## src/rtl/pwm_steer_pkg.sv

```systemverilog
package pwm_steer_pkg;

    localparam int unsigned NUM_PINS_D = 4;
    localparam int unsigned DLY_W_D    = 7;
    localparam int unsigned POL_W      = 2;

    // polarity selections, bit 0 = pins 0/2 low, bit 1 = pins 1/3 low
    typedef enum logic [POL_W-1:0] {
        POL_ALL_HIGH = 2'b00,
        POL_EVEN_LOW = 2'b01,
        POL_ODD_LOW  = 2'b10,
        POL_ALL_LOW  = 2'b11
    } pol_mode_e;

    typedef struct packed {
        logic act;   // delayed waveform active
        logic run;   // output allowed (armed by period start)
        logic shut;  // shutdown latched
    } gate_state_t;

    function automatic logic waveform_on(input gate_state_t g);
        return g.act & g.run & ~g.shut;
    endfunction

    function automatic logic pin_level(input logic en, input logic on, input logic low);
        return en ? (on ^ low) : 1'b0;
    endfunction

endpackage

```

## src/rtl/pwm_steer_shadow.sv

```systemverilog
module pwm_steer_shadow #(
    parameter int unsigned NUM_PINS = 4
) (
    input  logic                clk,
    input  logic                rst,
    input  logic                period_start,
    input  logic [NUM_PINS-1:0] steer_en,
    output logic [NUM_PINS-1:0] steer_q
);
    always_ff @(posedge clk) begin
        if (rst) begin
            steer_q <= '0;
        end else if (period_start) begin
            steer_q <= steer_en;
        end
    end
endmodule

```

## src/rtl/pwm_deadband.sv

```systemverilog
module pwm_deadband #(
    parameter int unsigned DLY_W = 7
) (
    input  logic             clk,
    input  logic             rst,
    input  logic             tick,
    input  logic             raw,
    input  logic [DLY_W-1:0] dly,
    output logic             act_q
);
    logic [DLY_W-1:0] cnt_q;

    always_ff @(posedge clk) begin
        if (rst) begin
            cnt_q <= '0;
            act_q <= 1'b0;
        end else if (!raw) begin
            cnt_q <= '0;
            act_q <= 1'b0;
        end else if (!act_q) begin
            if (cnt_q >= dly) begin
                act_q <= 1'b1;
            end else if (tick) begin
                cnt_q <= cnt_q + 1'b1;
            end
        end
    end
endmodule

```

## src/rtl/pwm_shutdown_latch.sv

```systemverilog
module pwm_shutdown_latch (
    input  logic clk,
    input  logic rst,
    input  logic shut_in,
    input  logic sw_clear,
    input  logic auto_restart,
    input  logic period_start,
    output logic shut_q,
    output logic run_q
);
    logic release_ok;

    always_comb begin
        release_ok = !shut_in && (auto_restart || sw_clear);
    end

    always_ff @(posedge clk) begin
        if (rst) begin
            shut_q <= 1'b0;
        end else if (shut_in) begin
            shut_q <= 1'b1;
        end else if (shut_q && release_ok) begin
            shut_q <= 1'b0;
        end
    end

    // re-arm only on a period start seen after the flag is already clear
    always_ff @(posedge clk) begin
        if (rst) begin
            run_q <= 1'b0;
        end else if (shut_in || shut_q) begin
            run_q <= 1'b0;
        end else if (period_start) begin
            run_q <= 1'b1;
        end
    end
endmodule

```

## src/rtl/pwm_steer_out.sv

```systemverilog
module pwm_steer_out
    import pwm_steer_pkg::*;
#(
    parameter int unsigned NUM_PINS = NUM_PINS_D,
    parameter int unsigned DLY_W    = DLY_W_D
) (
    input  logic                clk,
    input  logic                rst,
    input  logic                pwm_raw,
    input  logic                period_start,
    input  logic                tick,
    input  logic [NUM_PINS-1:0] steer_en,
    input  logic [POL_W-1:0]    pol_sel,
    input  logic [DLY_W-1:0]    dly_cnt,
    input  logic                auto_restart,
    input  logic                shut_in,
    input  logic                sw_clear,
    output logic [NUM_PINS-1:0] pin_out,
    output logic                shut_flag
);
    logic [NUM_PINS-1:0] steer_q;
    logic [NUM_PINS-1:0] low_mask;
    logic                act_q;
    logic                run_q;
    logic                shut_q;
    gate_state_t         gs;
    logic                wave_on;

    pwm_steer_shadow #(.NUM_PINS(NUM_PINS)) u_shadow (
        .clk          (clk),
        .rst          (rst),
        .period_start (period_start),
        .steer_en     (steer_en),
        .steer_q      (steer_q)
    );

    pwm_deadband #(.DLY_W(DLY_W)) u_db (
        .clk   (clk),
        .rst   (rst),
        .tick  (tick),
        .raw   (pwm_raw),
        .dly   (dly_cnt),
        .act_q (act_q)
    );

    pwm_shutdown_latch u_sd (
        .clk          (clk),
        .rst          (rst),
        .shut_in      (shut_in),
        .sw_clear     (sw_clear),
        .auto_restart (auto_restart),
        .period_start (period_start),
        .shut_q       (shut_q),
        .run_q        (run_q)
    );

    always_comb begin
        gs.act  = act_q;
        gs.run  = run_q;
        gs.shut = shut_q;
        wave_on = waveform_on(gs);
    end

    for (genvar i = 0; i < NUM_PINS; i++) begin : g_pin
        assign low_mask[i] = pol_sel[i % POL_W];
        assign pin_out[i]  = pin_level(steer_q[i], wave_on, low_mask[i]);
    end

    assign shut_flag = shut_q;
endmodule

```

## config.mk

```make
export PLATFORM = sky130hd
export DESIGN_NAME = pwm_steer_out
export DESIGN_NICKNAME = d
export VERILOG_FILES = /design/src/rtl/pwm_steer_pkg.sv /design/src/rtl/pwm_steer_shadow.sv /design/src/rtl/pwm_deadband.sv /design/src/rtl/pwm_shutdown_latch.sv /design/src/rtl/pwm_steer_out.sv
export SDC_FILE = /design/constraint.sdc
export NUM_CORES = 1
export LEC_CHECK = 0
export BUFFER_PORTS_ARGS = -buffer_cell sky130_fd_sc_hd__buf_4
export CAP_MARGIN = 20
export CORE_MARGIN = 3
export CORE_UTILIZATION = 45
export CTS_CLUSTER_SIZE = 28
export DETAILED_ROUTE_END_ITERATION = 6
export GPL_ROUTABILITY_DRIVEN = 0
export PLACE_DENSITY = 0.74
export SLEW_MARGIN = 20
export SYNTH_ARGS = -nofsm -noshare
export SYNTH_HDL_FRONTEND = slang
export SYNTH_HIERARCHICAL = 1
export SYNTH_SLANG_ARGS = --single-unit
```

## constraint.sdc

```tcl
create_clock -name clk -period 1.65 [get_ports clk]
set_input_delay 0.165 -clock clk [delete_from_list [all_inputs] [get_ports clk]]
set_output_delay 0.165 -clock clk [all_outputs]
set_load 0.01 [all_outputs]
```

==> impl.org <==
** Run status
- Outcome :: finished, final reports clean

** Setup path
- Sort of element at the start of the critical path :: flip-flop
- Required time worst endpoint :: 1.83 ns
- WP data arrival :: 1.78 ns
- Worst setup path start :: u_db/cnt_q[2]
- The worst setup path is captured at a flip-flop.
- For the worst flop-to-flop path, the logic depth is 6.
- Launch point of the worst reg-to-reg path :: u_db/cnt_q[2]
- The critical path is of the flip-flop to flip-flop type.
- Max FO, Critical Path :: 5

** Synth
- Gate count after technology mapping :: just under 100
- After synthesis, the mean cell area works out to 8.95 sq um.
- Synthesized Nets :: about 130
- Of the synthesized area, sequential elements account for 0.316.
- For this run, the number of Yosys warnings is 6.
- Post-synth top flop :: dfxtp_1
- Counting flops with a built-in enable in the synthesized netlist gives 0.
- Synth Register Bits :: 14
- In this run, distinct cell masters in the synthesized netlist total 29.
- Summing every instance area after synthesis gives 886 sq um.
- Post-synth ARST share :: 0

** Timing
- Final Max Tran Viols :: 0
- In this run the tightest slew margin relative to its limit is 0.765.
- Worst-margin pin slew :: 0.350 ns
- Unrepaired setup endpoints after global routing :: yes
- Minimum clock period :: 1.61 ns
- Based on the critical path, the design can be clocked at up to 0.623 GHz.
- Worst setup slack after layout :: 0.0438 ns
- Endpoints failing setup :: 0
- The final hold violation count came to 0.
- WHS :: slightly below 0.04 ns
- In the finished design, the share of the clock period the worst path needs comes to 0.973.
- Across the routed clock network, the largest skew measured is 0.00257 ns.

** Finish
- Syn-to-layout area delta :: 45.9%
- In the final layout, the share of cells above drive strength 1 is 0.440.
- The number of antenna diodes in the final layout is 0.
- After filler insertion, the fill cell instance count of the layout stands at 144.
- Combined area of the multi-input logic cells :: around 650 sq um
- Once layout is done, the placed cells without fillers occupy 1290 sq um.
- Final #Nets :: 164
- Registers take 285 sq um.

** Floorplanning
- The floorplan step defined a core boundary enclosing about 1800 sq um.
- From bottom edge to top edge, the die measures 50.4 microns.
- In this run the horizontal extent of the chip is 50.4 microns.
- Row generation in the floorplan step produced 15 rows.
- Boundary pin count :: 26
- Initial standard-cell utilization of the core :: 0.497
- Die area :: between 2000 and 3000 sq um

** GRT
- First-pass GRT wire length :: 3.21 mm
- Across every metal layer, demand over resource in global routing totals 0.163.
- Total grt overflow :: 0
- Antenna violations before repair :: 0
- Entering global routing, the biggest net connects 9 pins.
- The via count of the first global-routing pass came to 794.

** Drt
- Dividing the detail-routed via count by the number of cells gives 5.06.
- Wirelength per Cell :: 13.4 microns
- Number of DRC markers in iteration 0 :: 6
- Number of antenna-violating nets in the routed design :: 0
- Overall via count from detail_route :: ~800
- Routed Wire Length :: 2.12 mm
- DR DRC count :: 0
- Length of the first detailed-routing pass in iterations :: 4

** Worst hold path
- HP Start :: shut_in
- Class of the tightest hold or removal check :: input port to flip-flop
- The worst hold path passes through 2 cells.

** Power
- Cell internal power was estimated by the tool at around 0.56 mW.
- The share of total power dissipated in the clock network is 0.338.
- Portion of total power attributed to combinational logic :: 0.194
- VDD IR-drop max :: 398 uV
- Fraction of power consumed by sequential logic :: 0.468
- Sw Share :: 0.259
- Standby leakage power :: 0.564 nW
- Summed over all nets, the switching power comes to 0.197 mW.
- Pwr Density :: 587 nW/um^2

** Place
- Cell area after placement :: 1130 sq um
- Prior to clock tree synthesis, the placed netlist has a worst setup slack of -0.0773 ns.
- Input and output buffers added on the ports amount to 25.
- DP Wirelength :: 1.47 mm

** Clock tree
- Htree depth :: 1
- TritonCTS built the clock tree.
- Count of hold buffers inserted by post-cts repair :: 0
- Buffers inserted during clock tree synthesis total 3.
- Number of buffers between clock root and the deepest sink :: 2
- Clock insertion delay at the later pin of the skew report :: 0.29 ns
- The root buffer cell chosen for the clock tree is clkbuf_4.
- The clock drives 14 sinks.
- Clock transition at the registers of the reported paths :: 0.09 ns

** Run
- The tool flagged a number of max-cap violations equal to 0.
-- critical path: stages, from the launching register on --
cell and delay [ns]:
dfxtp_2 0.34, ha_4 0.21, a21oi_2 0.18, o21ai_4 0.13, a2111oi_4 0.40, xnor2_1 0.17
nor2_1 0.05
-- placed cells by master, fill, tap and decap left out, types with 2 or more instances in the layout --
cell / count
a21oi_4: 2
xnor2_1: 5
mux2i_1: 9
dfxtp_2: 4
a21oi_1: 3
ha_1: 4
a211oi_2: 3
nand2b_1: 5
nor2_1: 12
buf_4: 34
inv_1: 10
dfxtp_1: 10
ha_4: 3
nand2_1: 8
clkbuf_4: 3
-- final cells by class --
type,instances,share of cell area
repair buffers,34,0.197
clock buffers,4,0.0281
inverters,10,0.0290
multi-input cells,72,0.500
well taps,25,0.0242
flip-flops and latches,14,0.221
-- through the flow --
stage | power (mW) | instances | TNS, ns | utilization
final | 0.759 | 159 | 0 | 0.725
after global routing | 0.796 | 159 | -0.0539 | 0.725
after CTS | 0.743 | 156 | -0.00316 | 0.669
after detailed placement | 0.482 | 152 | -0.251 | 0.634
after global placement | 0.477 | 152 | -0.0314 | 0.634
after floorplan | 0.421 | 99 | 0 | -
-- cells by family after synthesis --
logic type	after synthesis	synth area share
fa+ha+maj	8	0.113
mux	9	0.102
buf+inv	13	0.0650
compound gates	15	0.162
xor+xnor	5	0.0494
flops	14	0.316
simple gates	35	0.192
-- synthesized netlist by cell type, drive strengths merged (2+ instances only) --
library cell / count / area (sq um)
xnor2: 5 / 43.8
dfxtp: 14 / 280
ha: 8 / 100
inv: 10 / 37.5
nand2: 9 / 33.8
nand2b: 5 / 31.3
mux2i: 9 / 90.1
a211oi: 4 / 42.5
a21oi: 6 / 33.8
buf: 2 / 15.0
nor2: 13 / 51.3
o21ai: 2 / 10.0
-- sequential cells by signal, indices dropped and copies added, names as in the netlist --
| signal | count |
|---|---|
| u_db/cnt_q | 7 |
| u_sd/shut_q | 1 |
| u_shadow/steer_q | 4 |
| u_sd/run_q | 1 |
| u_db/act_q | 1 |
-- what timing repair did --
action / in CTS / in global routing
buffers inserted: 0 / 3
endpoints found under the setup margin: 7 / 7
pin swaps: 4 / 7
resized for setup: 5 / 15
-- final timing paths --
check / slack [ns] / to
worst max-delay path: 0.04 / u_db/cnt_q[6]
worst min-delay path: 0.04 / u_sd/run_q
worst min register to register: 0.48 / u_sd/run_q
worst max register to register: 0.04 / u_db/cnt_q[6]
-- power groups by stage --
stage          Clock, mW  Sequential [mW]  Combinational (mW)
6_report           0.256            0.356               0.147
3_5_place_dp           0            0.363               0.119
5_1_grt            0.278            0.357               0.162
2_1_floorplan          0            0.363              0.0587
3_3_place_gp           0            0.362               0.115
4_1_cts            0.265            0.355               0.123
-- routing by layer --
metal  up-vias  track usage  routed length, microns  part of all wire
met3         7       0.0267                      65             0.031
li1        402            -                       -                 -
met1       376        0.189                     882              0.42
met2        20        0.285                    1100              0.52
met5         -            0                       0                 0
met4         0       0.0807                      77             0.036
(Power assumes the default switching activity.)
